$ cat src/rtl/simd_cmp_pkg.sv
package simd_cmp_pkg;

  // Partial relation of a group of bits: equal, or A strictly above B.
  typedef struct packed {
    logic eq;
    logic gt;
  } rel_t;

  // Merge a more significant group (hi) with the result of the less
  // significant bits below it (lo).
  function automatic rel_t rel_merge(rel_t hi, rel_t lo);
    rel_t r;
    r.eq = hi.eq & lo.eq;
    r.gt = hi.gt | (hi.eq & lo.gt);
    return r;
  endfunction

endpackage

$ cat src/rtl/nib_rel.sv
module nib_rel #(
  parameter int NIB_W = 4
) (
  input  logic [NIB_W-1:0]      a_i,
  input  logic [NIB_W-1:0]      b_i,
  output simd_cmp_pkg::rel_t    rel_o
);
  always_comb begin
    rel_o.eq = (a_i == b_i);
    rel_o.gt = (a_i > b_i);
  end
endmodule

$ cat src/rtl/lane_prefix.sv
module lane_prefix #(
  parameter int LANES = 4
) (
  input  simd_cmp_pkg::rel_t [LANES-1:0] nib_i,
  input  logic [LANES-1:0]               start_i,
  output simd_cmp_pkg::rel_t [LANES-1:0] acc_o
);
  import simd_cmp_pkg::*;

  // Accumulate upward from each lane's lowest nibble.
  assign acc_o[0] = nib_i[0];
  for (genvar i = 1; i < LANES; i++) begin : g_up
    assign acc_o[i] = start_i[i] ? nib_i[i] : rel_merge(nib_i[i], acc_o[i-1]);
  end
endmodule

$ cat src/rtl/lane_spread.sv
module lane_spread #(
  parameter int LANES = 4
) (
  input  simd_cmp_pkg::rel_t [LANES-1:0] acc_i,
  input  logic [LANES-1:0]               top_i,
  output simd_cmp_pkg::rel_t [LANES-1:0] lane_o
);
  // Copy each lane's top-nibble result down across the lane.
  assign lane_o[LANES-1] = acc_i[LANES-1];
  for (genvar i = 0; i < LANES-1; i++) begin : g_down
    assign lane_o[i] = top_i[i] ? acc_i[i] : lane_o[i+1];
  end
endmodule

$ cat src/rtl/rel_decode.sv
module rel_decode #(
  parameter int LANES = 4
) (
  input  simd_cmp_pkg::rel_t [LANES-1:0] lane_i,
  output logic [LANES-1:0]               eq_o,
  output logic [LANES-1:0]               ne_o,
  output logic [LANES-1:0]               lt_o,
  output logic [LANES-1:0]               le_o,
  output logic [LANES-1:0]               gt_o,
  output logic [LANES-1:0]               ge_o
);
  for (genvar i = 0; i < LANES; i++) begin : g_dec
    assign eq_o[i] = lane_i[i].eq;
    assign gt_o[i] = lane_i[i].gt;
    assign ne_o[i] = ~lane_i[i].eq;
    assign lt_o[i] = ~lane_i[i].eq & ~lane_i[i].gt;
    assign le_o[i] = ~lane_i[i].gt;
    assign ge_o[i] = lane_i[i].eq | lane_i[i].gt;
  end
endmodule

$ cat src/rtl/simd_lane_cmp.sv
module simd_lane_cmp #(
  parameter int DATA_W = 16,
  parameter int NIB_W  = 4,
  localparam int LANES = DATA_W / NIB_W
) (
  input  logic [DATA_W-1:0] a_i,
  input  logic [DATA_W-1:0] b_i,
  input  logic [LANES-1:0]  part_mask_i,
  output logic [LANES-1:0]  eq_o,
  output logic [LANES-1:0]  ne_o,
  output logic [LANES-1:0]  lt_o,
  output logic [LANES-1:0]  le_o,
  output logic [LANES-1:0]  gt_o,
  output logic [LANES-1:0]  ge_o
);
  import simd_cmp_pkg::*;

  rel_t [LANES-1:0] nib_rel_w;
  rel_t [LANES-1:0] acc_w;
  rel_t [LANES-1:0] lane_w;
  logic [LANES-1:0] start_w;
  logic [LANES-1:0] top_w;
  logic             unused_top_cut;

  // The top mask bit would cut above the last nibble: no boundary exists.
  assign unused_top_cut = part_mask_i[LANES-1];

  assign start_w = {part_mask_i[LANES-2:0], 1'b1};
  assign top_w   = {1'b1, part_mask_i[LANES-2:0]};

  for (genvar i = 0; i < LANES; i++) begin : g_nib
    nib_rel #(.NIB_W(NIB_W)) u_nib (
      .a_i   (a_i[i*NIB_W +: NIB_W]),
      .b_i   (b_i[i*NIB_W +: NIB_W]),
      .rel_o (nib_rel_w[i])
    );
  end

  lane_prefix #(.LANES(LANES)) u_prefix (
    .nib_i   (nib_rel_w),
    .start_i (start_w),
    .acc_o   (acc_w)
  );

  lane_spread #(.LANES(LANES)) u_spread (
    .acc_i  (acc_w),
    .top_i  (top_w),
    .lane_o (lane_w)
  );

  rel_decode #(.LANES(LANES)) u_dec (
    .lane_i (lane_w),
    .eq_o   (eq_o),
    .ne_o   (ne_o),
    .lt_o   (lt_o),
    .le_o   (le_o),
    .gt_o   (gt_o),
    .ge_o   (ge_o)
  );
endmodule

$ cat config.mk
export PLATFORM = sky130hd
export DESIGN_NAME = simd_lane_cmp
export DESIGN_NICKNAME = d
export VERILOG_FILES = /design/src/rtl/simd_cmp_pkg.sv /design/src/rtl/nib_rel.sv /design/src/rtl/lane_prefix.sv /design/src/rtl/lane_spread.sv /design/src/rtl/rel_decode.sv /design/src/rtl/simd_lane_cmp.sv
export SDC_FILE = /design/constraint.sdc
export NUM_CORES = 1
export LEC_CHECK = 0
export BUFFER_PORTS_ARGS = -buffer_cell sky130_fd_sc_hd__buf_2
export CAP_MARGIN = 20
export CORE_MARGIN = 1
export CORE_UTILIZATION = 43
export DETAILED_ROUTE_END_ITERATION = 7
export PLACE_DENSITY = 0.91
export SETUP_SLACK_MARGIN = 0.4
export SYNTH_ARGS = -nofsm -noshare
export SYNTH_HDL_FRONTEND = slang
export SYNTH_SLANG_ARGS = --single-unit
$ cat constraint.sdc
create_clock -name vclk -period 3.5
set_input_delay 0.175 -clock vclk [all_inputs]
set_output_delay 0.175 -clock vclk [all_outputs]
set_load 0.005 [all_outputs]
==> summary.txt, run 1 <==
Status
  – Status: finished, final reports clean

Synth
  – Syn Area/Cell: 6.82 sq um
  – Syn nets: between 100 and 150
  – Register area share after synthesis: 0
  – Cells after synthesis: 97
  – Mapped Area: around 660 sq um
  – Yosys cell types: 31
  – YS warnings: 0

Timing
  – Endpoints failing hold: 0
  – Setup TNS: 0 ps
  – Worst Tran Pin Value: 298 ps
  – Fmax: approximately 470 MHz
  – Unrepaired setup endpoints after global routing: no
  – Final worst-path cycle share: 0.607
  – Setup violators final: 0
  – Worst slew margin: 0.801
  – Post-layout min period: around 2100 ps
  – Slew Viols, Final: 0
  – Hold WS: 685 ps

Critical path
  – Critical Path RT: 3320 ps
  – Crit path launch type: primary input
  – Slowest cell on the critical path: ha_1
  – Most used cell, CP: buf_2
  – CP Cell Sequence: buf_2 > ha_1 > and4_4 > nor2_2 > mux2i_1 > o22a_2 > inv_2 > o32a_1 > buf_2
  – CP max FO: 6
  – Crit path DAT: roughly 2000 ps
  – CP Capture Point: ge_o[0]
  – CP Buf/Inv Count: 3
  – Family with the most delay on the worst path: compound AO/OA/AOI/OAI gates
  – Critical path's largest stage delay: roughly 330 ps
  – Crit end category: output port
  – WS Path Type: in2out
  – Worst path depth: 9
  – Crit path from: a_i[15]

Placement
  – I/O Buffers: just under 60
  – HPWL Detailed: approximately 1500 um
  – Gpl congestion: about 0.68

Layout
  – Clock Buffer Count: 0
  – Most common cell after layout, fill and taps aside: buf_2
  – Share of layout cells above drive strength 1: 0.471
  – Num sequential: 0
  – Multi-input gate area: 568 sq um
  – Synth-to-Final Area Change: 46.9%
  – Commonest cells after routing, fill and taps aside: 59 x buf_2, 20 x inv_1, 16 x ha_1, 10 x nand2_1, 8 x nor2_1
  – Fin nets: ~210
  – Storage cell area: 0 sq um
  – Fill cells: between 100 and 150
  – Ant. Diodes: 0

Global route
  – Largest net degree at the start of global routing: 10
  – Initial antenna violation count: 0
  – Gr usage total: 0.179
  – First-pass GRT wire length: ~2200 um
  – Vias in the first global route: roughly 630
  – GRT overflow: 0

Route
  – Antenna-violating nets left: 0
  – WL per Instance: 9.36 um
  – Total length of routed wires: ~1600 um
  – Vias per inst: between 4 and 5
  – Drt drc: 0
  – Via count: around 840
  – TritonRoute pass-1 iters: 2
  – Initial drt markers: 5

Floorplan
  – DIE AREA: between 1500 and 2000 sq um
  – Placeable Area: ~1400 sq um
  – Initial Util: 0.484
  – Die height: roughly 41 um
  – Row cnt: 13
  – # IOs: 60
  – Die width: 41.2 um

Clock network
  – Post-cts sizing count: 0
  – Cts hold-fix bufs: 0
  – Postcts setup bufs: 0

Power
  – VDD IR max: approximately 0.092 mV
  – Power Density: 157 nW/um^2
  – Lkg Pwr: 0.610 nW

Job
  – Max_cap viols: 0

Worst hold path
  – Min-delay worst type: in2out
worst min path at each step:
stage,cells past startpoint,end,startpoint,slack (ps)
2_1_floorplan,1,ne_o[3],part_mask_i[2],440
3_3_place_gp,3,ne_o[3],part_mask_i[2],680
3_5_place_dp,3,ne_o[3],part_mask_i[2],690
4_1_cts,3,ne_o[3],part_mask_i[2],690
5_1_grt,3,ne_o[3],part_mask_i[2],710
6_report,3,ne_o[3],part_mask_i[2],690
stage by stage:
step                      area [sq um]  power, mW  setup WS [ps]  utilization  instances
after global routing               972      0.175           1240        0.712        170
after CTS                          972      0.155           1390        0.712        170
after global placement             972      0.148           1410        0.712        170
after floorplan                    662     0.0900           1660            -         97
final                              972      0.153           1370        0.712        170
after detailed placement           972      0.154           1390        0.712        170
cells in the mapped netlist (all sizes together) (2+ instances only):
library cell	instances	area (sq um)
a21oi	4	20.0
a31oi	2	27.5
and4	3	31.3
ha	16	200
inv	24	90.1
nand2	11	43.8
nand4	3	18.8
nor2	9	36.3
nor2b	5	33.8
o21a	2	22.5
o21ai	6	33.8
o31a	2	17.5
cell type report:
| type | instances | area share |
|---|---|---|
| multi-input cells | 72 | 0.584 |
| inverters | 24 | 0.0927 |
| well taps | 15 | 0.0193 |
| repair buffers | 59 | 0.304 |
logic make-up after synthesis:
logic type      share of synthesized area
simple gates                        0.263
compound gates                      0.278
fa+ha+maj                           0.302
mux                                0.0151
buf+inv                             0.142
where the power goes:
group | internal, mW | switching [mW] | total [mW]
registers | 0 | 0 | 0
logic | 0.0769 | 0.0761 | 0.153
clock network | 0 | 0 | 0
metal layers:
metal	up-vias	share of wire	GRT usage
li1	453	-	-
met1	351	0.41	0.184
met2	35	0.51	0.395
met3	0	0.079	0.0109
met4	0	0	0.00806
met5	-	0	0
(Power assumes the default switching activity.)
==> run 2, diff against run 1 <==
--- a/config.mk
+++ b/config.mk
@@ -8,9 +8,9 @@
 export BUFFER_PORTS_ARGS = -buffer_cell sky130_fd_sc_hd__buf_2
 export CAP_MARGIN = 20
 export CORE_MARGIN = 1
-export CORE_UTILIZATION = 43
+export CORE_UTILIZATION = 40
 export DETAILED_ROUTE_END_ITERATION = 7
-export PLACE_DENSITY = 0.91
+export PLACE_DENSITY = 0.85
 export SETUP_SLACK_MARGIN = 0.4
 export SYNTH_ARGS = -nofsm -noshare
 export SYNTH_HDL_FRONTEND = slang
==> constraint.sdc (replaced) <==
create_clock -name vclk -period 2
set_input_delay 0.1 -clock vclk [all_inputs]
set_output_delay 0.1 -clock vclk [all_outputs]
set_load 0.005 [all_outputs]
==> run 2 against run 1 <==
Against the previous run: synthesized cell count is the same; the flow now stops in 5_1_grt; area after synthesis is the same.
==> summary.txt, run 2 <==
Synth
  – Adder-Cell Fraction of Synth Area: 0.302 (unchanged)
  – Largest cells by area after synthesis: ha_1 30%, inv_1 11%, nand2_1 5.7% (unchanged)
  – Syn Area/Cell: 6.82 sq um (unchanged)
  – Main combinational cell family by area after synthesis: adder cells (unchanged)
  – Mapped Area: 662 sq um (unchanged)
  – Register area share after synthesis: 0 (unchanged)
  – Compound-Gate Fraction of Synth Area: 0.278 (unchanged)
  – Post-Synth XOR/XNOR Area: 0 (unchanged)
  – Post-synth top area cell: ha_1 (unchanged)
  – Yosys cell types: 31 (unchanged)
  – Fraction of the mapped netlist area in simple logic gates: 0.263 (unchanged)
  – Cells after synthesis: 97 (unchanged)
  – YS warnings: 0 (unchanged)
  – Syn nets: 149 (unchanged)
  – Post-synthesis mux area share: 0.0151 (unchanged)
  – Commonest cells in the netlist: 20 x inv_1, 16 x ha_1, 10 x nand2_1 (unchanged)
  – Most common cell in the synthesized netlist: inv_1 (unchanged)
  – Top cell type's share of synthesized area: 0.302 (unchanged)

Placement
  – HPWL Detailed: 1740 um (was 1460 um)
  – I/O Buffers: 59 (unchanged)
  – Gpl congestion: 0.736 (was 0.678)

Global route
  – GRT overflow: 20
  – Largest net degree at the start of global routing: 10
  – Gr usage total: 0.614

Floorplan
  – Die width: 42.7 um (was 41.2 um)
  – Die height: 42.7 um (was 41.2 um)
  – Initial Util: 0.434 (was 0.484)
  – # IOs: 60 (unchanged)
  – Row cnt: 14 (was 13)

Timing
  – GRT repair_timing worst endpoint: lt_o[0]
  – Kind of the worst endpoint: top-level output

Status
  – Status: stopped before the end (was finished, final reports clean)
  – Failed at: 5_1_grt
  – Err: [ERROR GRT-0232] Routing congestion too high. Check the congestion heatmap in the GUI.
run 2: repair_timing:
item                                    in CTS
hold endpoints to repair                     0
buffers inserted                            11
pin swaps                                   21
hold buffers                                 0
resized for setup                           38
endpoints found under the setup margin      17
run 2: kinds of logic after synthesis:
group | count (synthesis)
simple gates | 33
buf+inv | 25
compound gates | 22
fa+ha+maj | 16
mux | 1
run 2: layer usage:
layer  overflow  track usage
met1          0        0.526
met2         13        0.906
met3          0        0.315
met4          7        0.781
met5          0            0
run 2: through the flow:
step / instances / instance area, sq um / setup WS, ps / util / hold WS, ps
after CTS: 182 / 1350 / 193 / 0.885 / 564
after global placement: 171 / 1060 / 133 / 0.695 / 554
after detailed placement: 171 / 1060 / 83.6 / 0.695 / 562
after floorplan: 97 / 747 / 373 / - / 286
==> run 3, diff against run 2 <==
--- a/config.mk
+++ b/config.mk
@@ -7,11 +7,10 @@
 export LEC_CHECK = 0
 export BUFFER_PORTS_ARGS = -buffer_cell sky130_fd_sc_hd__buf_2
 export CAP_MARGIN = 20
-export CORE_MARGIN = 1
-export CORE_UTILIZATION = 40
+export CORE_AREA = 2 2 63 65
 export DETAILED_ROUTE_END_ITERATION = 7
-export PLACE_DENSITY = 0.85
-export SETUP_SLACK_MARGIN = 0.4
+export DIE_AREA = 0 0 65 67
+export PLACE_DENSITY_LB_ADDON = 0.15
 export SYNTH_ARGS = -nofsm -noshare
 export SYNTH_HDL_FRONTEND = slang
 export SYNTH_SLANG_ARGS = --single-unit
==> run 3 against run 2 <==
Against the previous run: the run now ends clean.
==> summary.txt, run 3 (synthesized netlist as in run 1, its figures left out) <==
Status
  – Status: finished, final reports clean (was stopped before the end)

Route
  – Total length of routed wires: 1920 um
  – Drt drc: 0
  – Vias per inst: approximately 4
  – Initial drt markers: 18
  – TritonRoute pass-1 iters: 3
  – Antenna-violating nets left: 0
  – Via count: ~860
  – WL per Instance: just over 9 um

Floorplan
  – Die height: 67 um (was 42.7 um)
  – Die width: 65 um (was 42.7 um)
  – Placeable Area: between 3000 and 4000 sq um
  – Initial Util: 0.184 (was 0.434)
  – Row cnt: 22 (was 14)
  – DIE AREA: approximately 4400 sq um
  – # IOs: 60 (unchanged)

Placement
  – HPWL Detailed: 1670 um (was 1740 um)
  – Cell total after placement: 207 (was 171)
  – Gpl congestion: 0.733 (was 0.736)
  – I/O Buffers: 59 (unchanged)

Global route
  – GRT overflow: 0
  – Gr usage total: 0.0806
  – First-pass GRT wire length: about 3000 um
  – Largest net degree at the start of global routing: 10
  – Initial antenna violation count: 0
  – Vias in the first global route: a little under 800

Layout
  – Share of layout cells above drive strength 1: 0.537
  – Fill cells: between 400 and 500
  – Fin nets: between 200 and 250
  – Ant. Diodes: 0
  – Commonest cells after routing, fill and taps aside: 59 x buf_2, 20 x inv_1, 12 x ha_1, 10 x nand2_1, 8 x nor2_1
  – Storage cell area: 0 sq um
  – Num sequential: 0
  – Clock Buffer Count: 0
  – Most common cell after layout, fill and taps aside: buf_2
  – Synth-to-Final Area Change: 71.5%
  – Final Non-Filler Cells: between 200 and 250

Power
  – VDD IR max: 0.128 mV
  – Power Density: approximately 280 nW/um^2
  – Lkg Pwr: ~0.65 nW

Timing
  – Setup TNS: 0 ps
  – Fmax: about 520 MHz
  – Setup violators final: 0
  – Worst Tran Pin Value: between 300 and 400 ps
  – Worst slew margin: 0.780
  – Final worst-path cycle share: 0.955
  – Slew Viols, Final: 0
  – Post-layout min period: about 1900 ps
  – Endpoints failing hold: 0

Worst hold path
  – Min-delay worst type: in2out

Critical path
  – WS Path Type: in2out
  – CP max FO: 3
  – Crit path DAT: around 1800 ps
  – Crit path launch type: primary input
  – Critical Path RT: around 1900 ps
  – Crit end category: output port

Clock network
  – Cts hold-fix bufs: 0 (unchanged)

Job
  – Max_cap viols: 0
-- run 3: cell type report --
type	instances	area, sq um	area share
Inverter	24	90.1	0.0794
Multi-Input combinational cell	72	637	0.561
Tap cell	48	60.1	0.0529
Timing Repair Buffer	66	348	0.307
-- run 3: what timing repair did --
action                                  in CTS  in global routing
hold endpoints to repair                     0                  0
gates resized for setup                      0                 10
endpoints found under the setup margin       0                  5
setup buffers                                0                  3
-- run 3: critical path: stages --
cell and delay (ps):
buf_2 100, inv_1 80, ha_4 210, a21oi_2 130, nor2b_1 50, o31a_1 250
mux2i_1 180, o22a_2 210, inv_2 50, o32a_1 320, buf_2 130
-- run 3: final timing paths --
path / startpoint / endpoint / slack, ps / depth (start not counted)
max: b_i[10] / ge_o[0] / 90 / 11
min: part_mask_i[2] / ne_o[3] / 550 / 3
-- run 3: per-stage QoR --
step,total power [mW],worst slack (ps),util,instance area (sq um),hold slack [ps]
CTS,0.286,35.8,0.289,1040,541
finish,0.314,89.5,0.315,1130,555
detailed placement,0.284,35.3,0.289,1040,540
global route,0.354,-2.54,0.315,1130,588
floorplan,0.157,305,-,662,286
global placement,0.281,63.7,0.289,1040,538
-- run 3: per-layer routing --
layer  GRT usage  wire [um]  share of wire  up-vias
li1            -          -              -      465
met1       0.105        849           0.44      358
met2       0.156        921           0.48       36
met3     0.00169        145          0.076        0
met4           0          0              0        0
met5           0          0              0        -
-- run 3: where the power goes --
| group | internal, mW | switching [mW] |
|---|---|---|
| registers | 0 | 0 |
| clock network | 0 | 0 |
| logic | 0.166 | 0.147 |
